**config.mk**
```make
export PLATFORM = sky130hd
export DESIGN_NAME = store_buffer_ord
export DESIGN_NICKNAME = d
export VERILOG_FILES = /design/src/rtl/sb_pkg.sv /design/src/rtl/sb_queue.sv /design/src/rtl/sb_drain_sel.sv /design/src/rtl/sb_load_unit.sv /design/src/rtl/store_buffer_ord.sv
export SDC_FILE = /design/constraint.sdc
export NUM_CORES = 2
export LEC_CHECK = 0
export BUFFER_PORTS_ARGS = -buffer_cell sky130_fd_sc_hd__buf_2
export CORE_MARGIN = 1
export CORE_UTILIZATION = 55
export DETAILED_ROUTE_END_ITERATION = 16
export PLACE_DENSITY_LB_ADDON = 0.2
export RECOVER_POWER = 25
export SYNTH_ARGS = -nofsm -noshare
export SYNTH_HDL_FRONTEND = slang
export SYNTH_SLANG_ARGS = --single-unit
```
**constraint.sdc**
```tcl
create_clock -name clk -period 4.1 [get_ports clk]
set_input_delay 0.82 -clock clk [delete_from_list [all_inputs] [get_ports clk]]
set_output_delay 0.82 -clock clk [all_outputs]
set_load 0.005 [all_outputs]
```
**src/rtl/sb_pkg.sv**
```systemverilog
package sb_pkg;
  typedef enum logic {ORD_TSO = 1'b0, ORD_PSO = 1'b1} order_e;
  typedef enum logic [1:0] {LD_IDLE, LD_MREQ, LD_MWAIT, LD_RESP} ld_state_e;
endpackage

```
**src/rtl/sb_queue.sv**
```systemverilog
module sb_queue #(
  parameter int DEPTH = 8,
  parameter int AW    = 16,
  parameter int DW    = 32,
  localparam int CW   = $clog2(DEPTH + 1),
  localparam int IW   = $clog2(DEPTH)
) (
  input  logic                     clk,
  input  logic                     rst_n,
  input  logic                     push,
  input  logic [AW-1:0]            push_addr,
  input  logic [DW-1:0]            push_data,
  input  logic                     pop,
  input  logic [IW-1:0]            pop_idx,
  output logic [CW-1:0]            cnt,
  output logic [DEPTH-1:0]         ent_vld,
  output logic [DEPTH-1:0][AW-1:0] ent_addr,
  output logic [DEPTH-1:0][DW-1:0] ent_data
);
  // Entries are kept compacted, index 0 oldest: program order equals index order.
  logic [DEPTH-1:0][AW-1:0] addr_d;
  logic [DEPTH-1:0][DW-1:0] data_d;
  logic [CW-1:0]            cnt_d;
  logic                     upd_en;

  always_comb begin
    for (int i = 0; i < DEPTH; i++) begin
      int src;
      src = (pop && (i >= int'(pop_idx))) ? i + 1 : i;
      if (src < DEPTH) begin
        addr_d[i] = ent_addr[IW'(src)];
        data_d[i] = ent_data[IW'(src)];
      end else begin
        addr_d[i] = '0;
        data_d[i] = '0;
      end
    end
    cnt_d = cnt - CW'(pop);
    if (push) begin
      addr_d[IW'(cnt_d)] = push_addr;
      data_d[IW'(cnt_d)] = push_data;
      cnt_d              = cnt_d + 1'b1;
    end
  end

  assign upd_en = push | pop;

  always_ff @(posedge clk or negedge rst_n) begin
    if (!rst_n) begin
      cnt      <= '0;
      ent_addr <= '0;
      ent_data <= '0;
    end else if (upd_en) begin
      cnt      <= cnt_d;
      ent_addr <= addr_d;
      ent_data <= data_d;
    end
  end

  always_comb begin
    for (int i = 0; i < DEPTH; i++) begin
      ent_vld[i] = CW'(i) < cnt;
    end
  end
endmodule

```
**src/rtl/sb_drain_sel.sv**
```systemverilog
module sb_drain_sel #(
  parameter int DEPTH = 8,
  parameter int AW    = 16,
  localparam int IW   = $clog2(DEPTH)
) (
  input  logic                     pso,
  input  logic [IW-1:0]            rot,
  input  logic [DEPTH-1:0]         ent_vld,
  input  logic [DEPTH-1:0][AW-1:0] ent_addr,
  output logic                     sel_valid,
  output logic [IW-1:0]            sel_idx
);
  logic [DEPTH-1:0] elig;
  logic             hi_found, lo_found;
  logic [IW-1:0]    hi_idx, lo_idx;

  // An entry may drain when no older entry shares its address.
  always_comb begin
    for (int i = 0; i < DEPTH; i++) begin
      logic blocked;
      blocked = 1'b0;
      for (int j = 0; j < i; j++) begin
        if (ent_vld[j] && (ent_addr[j] == ent_addr[i])) blocked = 1'b1;
      end
      elig[i] = ent_vld[i] && !blocked && (pso || (i == 0));
    end
  end

  // Oldest eligible at or above the rotation point, else oldest overall.
  always_comb begin
    hi_found = 1'b0;
    lo_found = 1'b0;
    hi_idx   = '0;
    lo_idx   = '0;
    for (int i = DEPTH - 1; i >= 0; i--) begin
      if (elig[i]) begin
        lo_found = 1'b1;
        lo_idx   = IW'(i);
        if (IW'(i) >= rot) begin
          hi_found = 1'b1;
          hi_idx   = IW'(i);
        end
      end
    end
    sel_valid = lo_found;
    sel_idx   = hi_found ? hi_idx : lo_idx;
  end
endmodule

```
**src/rtl/sb_load_unit.sv**
```systemverilog
module sb_load_unit
  import sb_pkg::*;
#(
  parameter int DEPTH = 8,
  parameter int AW    = 16,
  parameter int DW    = 32
) (
  input  logic                     clk,
  input  logic                     rst_n,
  input  logic                     allow,
  input  logic                     ld_valid,
  input  logic [AW-1:0]            ld_addr,
  output logic                     ld_ready,
  output logic                     ld_rsp_valid,
  output logic [DW-1:0]            ld_rsp_data,
  input  logic [DEPTH-1:0]         ent_vld,
  input  logic [DEPTH-1:0][AW-1:0] ent_addr,
  input  logic [DEPTH-1:0][DW-1:0] ent_data,
  input  logic                     st_fire,
  input  logic [AW-1:0]            st_addr,
  input  logic [DW-1:0]            st_data,
  output logic                     mr_valid,
  input  logic                     mr_ready,
  output logic [AW-1:0]            mr_addr,
  input  logic                     mr_rsp_valid,
  input  logic [DW-1:0]            mr_rsp_data,
  output logic                     mem_busy
);
  ld_state_e     state_q, state_d;
  logic [AW-1:0] addr_q, addr_d;
  logic [DW-1:0] data_q, data_d;
  logic          hit;
  logic [DW-1:0] fwd_data;
  logic          ld_fire;

  // Youngest match wins: later indices overwrite, the incoming store last.
  always_comb begin
    hit      = 1'b0;
    fwd_data = '0;
    for (int i = 0; i < DEPTH; i++) begin
      if (ent_vld[i] && (ent_addr[i] == ld_addr)) begin
        hit      = 1'b1;
        fwd_data = ent_data[i];
      end
    end
    if (st_fire && (st_addr == ld_addr)) begin
      hit      = 1'b1;
      fwd_data = st_data;
    end
  end

  assign ld_ready = (state_q == LD_IDLE) && allow;
  assign ld_fire  = ld_valid && ld_ready;

  always_comb begin
    state_d = state_q;
    addr_d  = addr_q;
    data_d  = data_q;
    case (state_q)
      LD_IDLE: if (ld_fire) begin
        if (hit) begin
          state_d = LD_RESP;
          data_d  = fwd_data;
        end else begin
          state_d = LD_MREQ;
          addr_d  = ld_addr;
        end
      end
      LD_MREQ:  if (mr_ready) state_d = LD_MWAIT;
      LD_MWAIT: if (mr_rsp_valid) begin
        state_d = LD_RESP;
        data_d  = mr_rsp_data;
      end
      default:  state_d = LD_IDLE;
    endcase
  end

  always_ff @(posedge clk or negedge rst_n) begin
    if (!rst_n) begin
      state_q <= LD_IDLE;
      addr_q  <= '0;
      data_q  <= '0;
    end else begin
      state_q <= state_d;
      addr_q  <= addr_d;
      data_q  <= data_d;
    end
  end

  assign mr_valid     = (state_q == LD_MREQ);
  assign mr_addr      = addr_q;
  assign ld_rsp_valid = (state_q == LD_RESP);
  assign ld_rsp_data  = data_q;
  assign mem_busy     = (state_q == LD_MREQ) || (state_q == LD_MWAIT);
endmodule

```
**src/rtl/store_buffer_ord.sv**
```systemverilog
module store_buffer_ord
  import sb_pkg::*;
#(
  parameter int DEPTH = 8,
  parameter int AW    = 16,
  parameter int DW    = 32
) (
  input  logic          clk,
  input  logic          rst_n,
  input  logic          mode_sel,
  input  logic          fence,
  output logic          fence_done,
  input  logic          st_valid,
  output logic          st_ready,
  input  logic [AW-1:0] st_addr,
  input  logic [DW-1:0] st_data,
  input  logic          ld_valid,
  output logic          ld_ready,
  input  logic [AW-1:0] ld_addr,
  output logic          ld_rsp_valid,
  output logic [DW-1:0] ld_rsp_data,
  output logic          mw_valid,
  input  logic          mw_ready,
  output logic [AW-1:0] mw_addr,
  output logic [DW-1:0] mw_data,
  output logic          mr_valid,
  input  logic          mr_ready,
  output logic [AW-1:0] mr_addr,
  input  logic          mr_rsp_valid,
  input  logic [DW-1:0] mr_rsp_data
);
  localparam int CW = $clog2(DEPTH + 1);
  localparam int IW = $clog2(DEPTH);

  logic [CW-1:0]            cnt;
  logic [DEPTH-1:0]         ent_vld;
  logic [DEPTH-1:0][AW-1:0] ent_addr;
  logic [DEPTH-1:0][DW-1:0] ent_data;
  logic [IW-1:0]            sel_idx;
  logic                     sel_valid;
  logic                     st_fire, mw_fire, mem_busy, empty;
  order_e                   mode_q, mode_d;
  logic [IW-1:0]            rot_q, rot_d;

  assign empty      = (cnt == '0);
  assign st_ready   = (cnt < CW'(DEPTH)) && !mem_busy;
  assign st_fire    = st_valid && st_ready;
  assign mw_valid   = sel_valid;
  assign mw_addr    = ent_addr[sel_idx];
  assign mw_data    = ent_data[sel_idx];
  assign mw_fire    = mw_valid && mw_ready;
  assign fence_done = fence && empty;

  sb_queue #(.DEPTH(DEPTH), .AW(AW), .DW(DW)) u_queue (
    .clk       (clk),
    .rst_n     (rst_n),
    .push      (st_fire),
    .push_addr (st_addr),
    .push_data (st_data),
    .pop       (mw_fire),
    .pop_idx   (sel_idx),
    .cnt       (cnt),
    .ent_vld   (ent_vld),
    .ent_addr  (ent_addr),
    .ent_data  (ent_data)
  );

  sb_drain_sel #(.DEPTH(DEPTH), .AW(AW)) u_sel (
    .pso       (mode_q == ORD_PSO),
    .rot       (rot_q),
    .ent_vld   (ent_vld),
    .ent_addr  (ent_addr),
    .sel_valid (sel_valid),
    .sel_idx   (sel_idx)
  );

  sb_load_unit #(.DEPTH(DEPTH), .AW(AW), .DW(DW)) u_load (
    .clk          (clk),
    .rst_n        (rst_n),
    .allow        (!(fence && !empty)),
    .ld_valid     (ld_valid),
    .ld_addr      (ld_addr),
    .ld_ready     (ld_ready),
    .ld_rsp_valid (ld_rsp_valid),
    .ld_rsp_data  (ld_rsp_data),
    .ent_vld      (ent_vld),
    .ent_addr     (ent_addr),
    .ent_data     (ent_data),
    .st_fire      (st_fire),
    .st_addr      (st_addr),
    .st_data      (st_data),
    .mr_valid     (mr_valid),
    .mr_ready     (mr_ready),
    .mr_addr      (mr_addr),
    .mr_rsp_valid (mr_rsp_valid),
    .mr_rsp_data  (mr_rsp_data),
    .mem_busy     (mem_busy)
  );

  // Mode follows the request only while nothing is queued; rotation only in relaxed mode.
  always_comb begin
    mode_d = empty ? order_e'(mode_sel) : mode_q;
    rot_d  = rot_q;
    if (mode_q != ORD_PSO || mw_fire) begin
      rot_d = '0;
    end else if (mw_valid) begin
      rot_d = (sel_idx == IW'(DEPTH - 1)) ? '0 : sel_idx + 1'b1;
    end
  end

  always_ff @(posedge clk or negedge rst_n) begin
    if (!rst_n) begin
      mode_q <= ORD_TSO;
      rot_q  <= '0;
    end else begin
      mode_q <= mode_d;
      rot_q  <= rot_d;
    end
  end
endmodule

```
==> Yosys cells after proc, flatten, opt, wreduce, memory -nomap -nowiden <==
Cells that the tools add are included.
{ "word_totals": {"out_inout_bits": 102, "mem_bits_ro": 0, "mem_bits_rw": 0, "latch_bits": 0, "wordCells": 393, "inputBits": 105, "register_bits": 442, "mem_count": 0} }
{ "op_classes": {"reduce_logical": 85, "n_mul": 0, "div_mod_pow": 0, "n_bitwise": 3, "addsub": 3, "order_cmp": 43, "n_eq_ne": 45, "n_shift": 0, "muxes": 192} }
{ "ops": {"columns": ["operator", "n"], "rows": [
  ["$mux 32", 38],
  ["$bmux 32 s3", 9],
  ["$eq 16x16->1", 37],
  ["$bmux 16 s3", 9],
  ["$mux 16", 26],
  ["$bwmux 256", 1],
  ["$lt 32x5->1 const B", 8],
  ["$mux 256", 1],
  ["$bwmux 128", 1],
  ["$mux 128", 1],
  ["$demux 32 s3", 1],
  ["$mux 3", 29],
  ["$logic_and 1x1->1", 66],
  ["$mux 1", 65],
  ["$pmux 32 s2", 1],
  ["$demux 16 s3", 1],
  ["$lt 3x5->1 const B", 8],
  ["$ge 3x3->1 const A", 7],
  ["$lt 3x4->1 const A", 4],
  ["$ge 1x3->1 const A", 4],
  ["$ge 2x3->1 const A", 4],
  ["$mux 2", 6],
  ["$logic_not 1->1", 10],
  ["$lt 1x4->1 const A", 2],
  ["22 further kinds", 32]
]} }

==> Longest topological paths before layout <==
{ "depth": {"ltp_word": 37, "ltp_mapped": 19, "mapped_depth_nobuf": 14} }

==> Hierarchy <==
From an unflattened synthesis, not the netlist that was laid out.
{ "hier_totals": {"hier_cells": 3471, "hier_area_um2": 33178.1} }
{ "modules_own_cells": {"columns": ["module", "n_inst", "seq_area_each_um2", "area_each_um2", "cells_per_inst"], "rows": [
  ["sb_queue", 1, 9709.3, 16593.4, 1475],
  ["sb_load_unit", 1, 1251.2, 7175.6, 991],
  ["sb_drain_sel", 1, 0.0, 6182.2, 811],
  ["store_buffer_ord", 1, 100.1, 3226.8, 194]
]} }

==> Worst setup path after synthesis <==
OpenSTA, ideal clock, no wires.
{ "synth_path": {"kind": "register -> register", "from": "register u_queue.cnt[1]", "to": "register u_queue.ent_data[75] in the netlist's numbering", "setup_time_ns": 0.127, "slack_ns": -0.026, "required_time_ns": 3.973, "stages_incl_launch_ff": 16, "t_arrival_ns": 3.999, "cell_sequence": "dfrtp_1 > buf_2 > or2_1 > nor3_4 > inv_2 > buf_2 > nand2_1 > inv_1 > ha_1 > ha_1 > xor2_1 > nor4_1 > clkbuf_1 > clkbuf_1 > mux2_2 > mux2_1"} }
{ "synth_rtl": {"columns": ["item", "line_no", "rtl"], "rows": [
  ["from (decl)", "sb_queue.sv:15", "output logic [CW-1:0] cnt,"],
  ["from (signal assigned)", "sb_queue.sv:54", "cnt <= cnt_d;"],
  ["$lt 1x4->1", "sb_queue.sv:62", "ent_vld[i] = CW'(i) < cnt;"],
  ["$logic_and 1x1->1", "sb_drain_sel.sv:23", "if (ent_vld[j] && (ent_addr[j] == ent_addr[i])) blocked = 1'b1;"],
  ["$mux 1 (7 in a row)", "sb_drain_sel.sv:23", null],
  ["$logic_not 1->1", "sb_drain_sel.sv:25", "elig[i] = ent_vld[i] && !blocked && (pso || (i == 0));"],
  ["$logic_and 1x1->1 (2 in a row)", "sb_drain_sel.sv:25", null],
  ["$mux 1 (7 in a row)", "sb_drain_sel.sv:36", "if (elig[i]) begin"],
  ["$mux 1 (*)", "sb_drain_sel.sv:36", null],
  ["net mw_valid", "store_buffer_ord.sv:22", "output logic mw_valid,"],
  ["$logic_and 1x1->1 (*)", "store_buffer_ord.sv:51", "assign mw_fire = mw_valid && mw_ready;"],
  ["branches (longest 8 deep; another with $sub 4x1->4)", null, null],
  ["to (signal assigned)", "sb_queue.sv:56", "ent_data <= data_d;"],
  ["to (decl)", "sb_queue.sv:18", "output logic [DEPTH-1:0][DW-1:0] ent_data"]
]} }
Mark *: on every way through the listed nets, which the timed path passes. The select of a mux whose other input is x is not followed.
A chain may end at the register's enable or synchronous reset.

==> Worst setup path in the final report <==
{ "layout_path": {"from": "register u_queue.ent_addr[28] in the netlist's numbering", "to": "output port mw_data[8]"} }
{ "layout_via": {"elab_chain_cells": 29} }
{ "layout_lines": {"columns": ["item", "line_no", "rtl"], "rows": [
  ["from (decl)", "sb_queue.sv:17", "output logic [DEPTH-1:0][AW-1:0] ent_addr,"],
  ["from (signal assigned)", "sb_queue.sv:55", "ent_addr <= addr_d;"],
  ["$eq 16x16->1", "sb_drain_sel.sv:23", null],
  ["$logic_and 1x1->1", "sb_drain_sel.sv:23", null],
  ["$mux 1 (6 in a row)", "sb_drain_sel.sv:23", null],
  ["$logic_not 1->1", "sb_drain_sel.sv:25", null],
  ["$logic_and 1x1->1 (2 in a row)", "sb_drain_sel.sv:25", null],
  ["$mux 3 / $mux 1 (equally long branches)", "sb_drain_sel.sv:36", null],
  ["$mux 3 / $mux 1 (equally long branches)", "sb_drain_sel.sv:39", "if (IW'(i) >= rot) begin"],
  ["$mux 3 / $mux 1 (equally long branches)", "sb_drain_sel.sv:36", null],
  ["(+7 left out)", null, null],
  ["$mux 3 / $mux 1 (equally long branches)", "sb_drain_sel.sv:36", null],
  ["$mux 3 / $mux 1 (equally long branches)", "sb_drain_sel.sv:39", null],
  ["$mux 3 / $mux 1 (equally long branches)", "sb_drain_sel.sv:36", null],
  ["$mux 3 / $mux 1 (equally long branches)", "sb_drain_sel.sv:39", null],
  ["$mux 3 / $mux 1 (equally long branches)", "sb_drain_sel.sv:36", null],
  ["$mux 3 (*)", "sb_drain_sel.sv:46", "sel_idx = hi_found ? hi_idx : lo_idx;"],
  ["$bmux 32 s3 (*)", "store_buffer_ord.sv:50", "assign mw_data = ent_data[sel_idx];"],
  ["$mux 32 (implied by the code) (*)", "store_buffer_ord.sv:50", null],
  ["to (decl)", "store_buffer_ord.sv:25", "output logic [DW-1:0] mw_data,"]
]} }
Mark *: on every way between the ends. The rest lies on a longest branch, timed or not. The select of a mux whose other input is x is not followed.

==> out/qor.yml <==
final_layout:
  multi_input_area_um2: 20500
  fin_nets: 4371
  fill_cells: 4355
  fin_util: 0.734
  area_growth_pct: 31.1
  regArea_um2: 11100
  drive_above_1_share: 0.299
sta:
  rsz0062_at_grt: "yes"
  slew_viol_final: 95
  worstMarginPinSlew_ns: 2.85
  slew_headroom: -0.902
  finalHoldViolations: 0
  max_freq_ghz: 0.197
  period_share: 1.24
  clock_skew_ns: 0.0187
  setup_slack_ns: -0.969
  period_minus_slack_ns: 5.07
  setup_violations: 144
drt:
  vias: 34717
  wl_met2_um: 68200
  drc: 0
  wl_met3_um: 22600
  ant_nets: 0
  finalWirelength_um: 162000
  viasPerCell: 6.86
  wl_met1_um: 56800
  dr.pass1.iters: 10
  wl_per_cell_um: 32.0
  dr.first_iter.drc_count: 5168
  maxUsedRoutingLayer: "met5"
setup_path:
  crit_buf_inv: 7
  worstReg2RegStart: "u_queue.ent_addr[68]$_DFFE_PN0P_"
  cp-end-kind: "output pin"
  reg2reg_to: "u_queue.ent_data[78]$_DFFE_PN0P_"
  slowest_delay_ns: 0.45
  start_kind: "register"
  slowest_stage: "dfrtp_2"
  rr_worst_depth: 18
  crit_chain: "buf_6 > xnor2_2 > buf_4 > nand4_1 > nor4_4 > buf_4 > nor4_2 > nor3_2 > buf_4 > a31o_4 > buf_6 > clkbuf_16 > mux2i_1 > mux2i_1 > a211o_1 > buf_2"
  cp_max_fo: 6
  r2r_slack_ns: -0.36
  crit_family: "buffers and inverters"
  crit_path_frequent_cell: "buf_4"
  path_class: "reg -> out"
  cp.depth: 16
  worstPathArrival_ns: 4.25
  cp.required_ns: 3.28
status:
  violations: "max-capacitance violations, max-slew violations, negative setup slack"
  status: "finished with violations"
power:
  peakVddDrop_mv: 0.703
  p_leak_nw: 19.8
  power_density_nw_per_um2: 880
  power_mw: 37.6
clock_tree:
  clockBufferDepth: 3
  clk_pin_slew_ns: 0.07
  ctsHoldBuffers: 0
  clk_latency_ns: 0.63
  clock_sinks: 442
  cts_root_buffer: "clkbuf_16"
  cts_made_buffers: 50
  cts_tree: "built"
  h-tree-depth: 2
global_route:
  grt_overflow: 0
  grt_pass1_vias: 33573
  grt_pass1_wl_um: 230000
  grt.total_usage: 0.527
  antenna_found_initial: 9
  grt_max_degree: 199
floorplanning:
  core_um2: 58100
  die_h_um: 245
  die-area_um2: 60200
  die_w_um: 245
  ioPinCount: 207
  start_util: 0.560
  row_count: 88
synthesis:
  synthMostInstantiatedCell: "dfrtp_1"
  synthTopCellsByArea: "dfrtp_1, mux2i_1, xor2_1"
  synth_top_cell_by_area: "dfrtp_1"
  synthesis.nets: 3775
  synth_commonest_cells: "dfrtp_1, nand2_1, mux2i_1"
  yosysSeqAreaShare: 0.340
  synth_ff_type: "dfrtp_1"
  synthCells: 3659
  synth_top_area_frac: 0.340
  synth.distinct_cells: 56
  ys.warnings.count: 0
  ys_ff_latch: 442
  avgSynthCellArea_um2: 8.89
  synthArstFlopShare: 1.00
  synth.cell_area_um2: 32500
  synth_edf_count: 0
job:
  cap_violations: 2
worst_hold_path:
  min_path_cells: 3
  hold_path_class: "in -> reg"
  hp-start: "mode_sel"
  min_to: "mode_q$_DFFE_PN0N_"
placed_design:
  dp_hpwl_um: 111000
  port_buffers: 206
  place_congestion: 1.13
  dp_worst_setup_slack_ns: -0.808
## flip-flops by register name, indices dropped and copies added (netlist names)
signal / count
u_queue.ent_data: 256
u_queue.ent_addr: 128
u_load.ld_rsp_data: 32
u_load.mr_addr: 16
u_queue.cnt: 4
rot_q: 3
u_load.state_q: 2
mode_q: 1
## report_power, final
group          switching [mW]  total (mW)  internal, mW
clock network            2.09        4.91          2.82
logic                    14.2        25.3          11.0
registers                1.64        7.37          5.73
## layout make-up
cell class,count,share of cell area
Clock inverter,33,0.00906
Sequential cell,442,0.260
Inverter,15,0.00138
Multi-Input combinational cell,2815,0.481
Timing Repair Buffer,931,0.194
Antenna cell,2,0.000117
Tap cell,765,0.0224
Clock buffer,60,0.0319
## cells in the final DEF (no fill, tap or decap), drive strengths merged, types with 48 or more instances in the layout
cell type | netlist | layout
a221o | 80 | 80
xnor2 | 266 | 266
buf | 205 | 915
mux2i | 346 | 346
dfrtp | 442 | 442
o21ai | 310 | 310
mux2 | 118 | 118
clkbuf | 183 | 74
nand3 | 279 | 279
and2 | 53 | 53
nor4 | 94 | 94
nand2b | 69 | 69
nor2 | 72 | 72
nand2 | 393 | 393
o211ai | 48 | 48
a21oi | 120 | 120
xor2 | 331 | 331
nand4 | 79 | 79
## worst min-delay path, cell delays in order
cell and delay [ns]:
buf_2 0.10, nand2_1 0.07, nand2_1 0.07
## worst max path at each step
stage,from,to,slack (ns)
floorplan,u_queue.cnt[1]$_DFFE_PN0P_,u_queue.ent_data[75]$_DFFE_PN0P_,0.10
global route,u_queue.ent_addr[28]$_DFFE_PN0P_,mw_data[8],-1.01
global placement,u_queue.ent_addr[18]$_DFFE_PN0P_,mw_addr[15],-0.80
CTS,u_queue.ent_addr[2]$_DFFE_PN0P_,mw_data[16],-0.92
detailed placement,u_queue.ent_addr[28]$_DFFE_PN0P_,mw_addr[15],-0.81
finish,u_queue.ent_addr[28]$_DFFE_PN0P_,mw_data[8],-0.97
## metal layers
layer  up-vias  track usage
li1      14102            -
met1     16711        0.652
met2      2965        0.785
met3       935        0.172
met4         4        0.341
met5         -            0
## metrics by stage
| stage | hold WS (ns) | std cells | instance area [um^2] | setup TNS, ns |
|---|---|---|---|---|
| after detailed placement | 0.489 | 4900 | 39300 | -75.08 |
| after floorplan | 0.482 | 3659 | 32600 | 0 |
| after global routing | 0.479 | 5062 | 42700 | -85.51 |
| after global placement | 0.485 | 4900 | 39300 | -79.86 |
| final | 0.474 | 5063 | 42700 | -63.87 |
| after CTS | 0.278 | 5032 | 42000 | -51.95 |
## what timing repair did
action                                  4_1_cts  5_1_grt
hold endpoints to repair                      0        0
setup buffers                                31       30
pin swaps                                    28       45
resized for setup                            98      115
cloned                                        9        7
endpoints found under the setup margin      240      192
## cells by family after synthesis
| logic type | Yosys count | share of synthesized area |
|---|---|---|
| and+or+nand+nor | 1081 | 0.162 |
| AOI/OAI and AO/OA | 661 | 0.130 |
| xor gates and xnor gates | 597 | 0.161 |
| muxes | 464 | 0.147 |
| DFF | 442 | 0.340 |
| buffers and inverters | 403 | 0.0560 |
| adders and majority gates | 11 | 0.00423 |
Power figures use the tool's default switching activity.
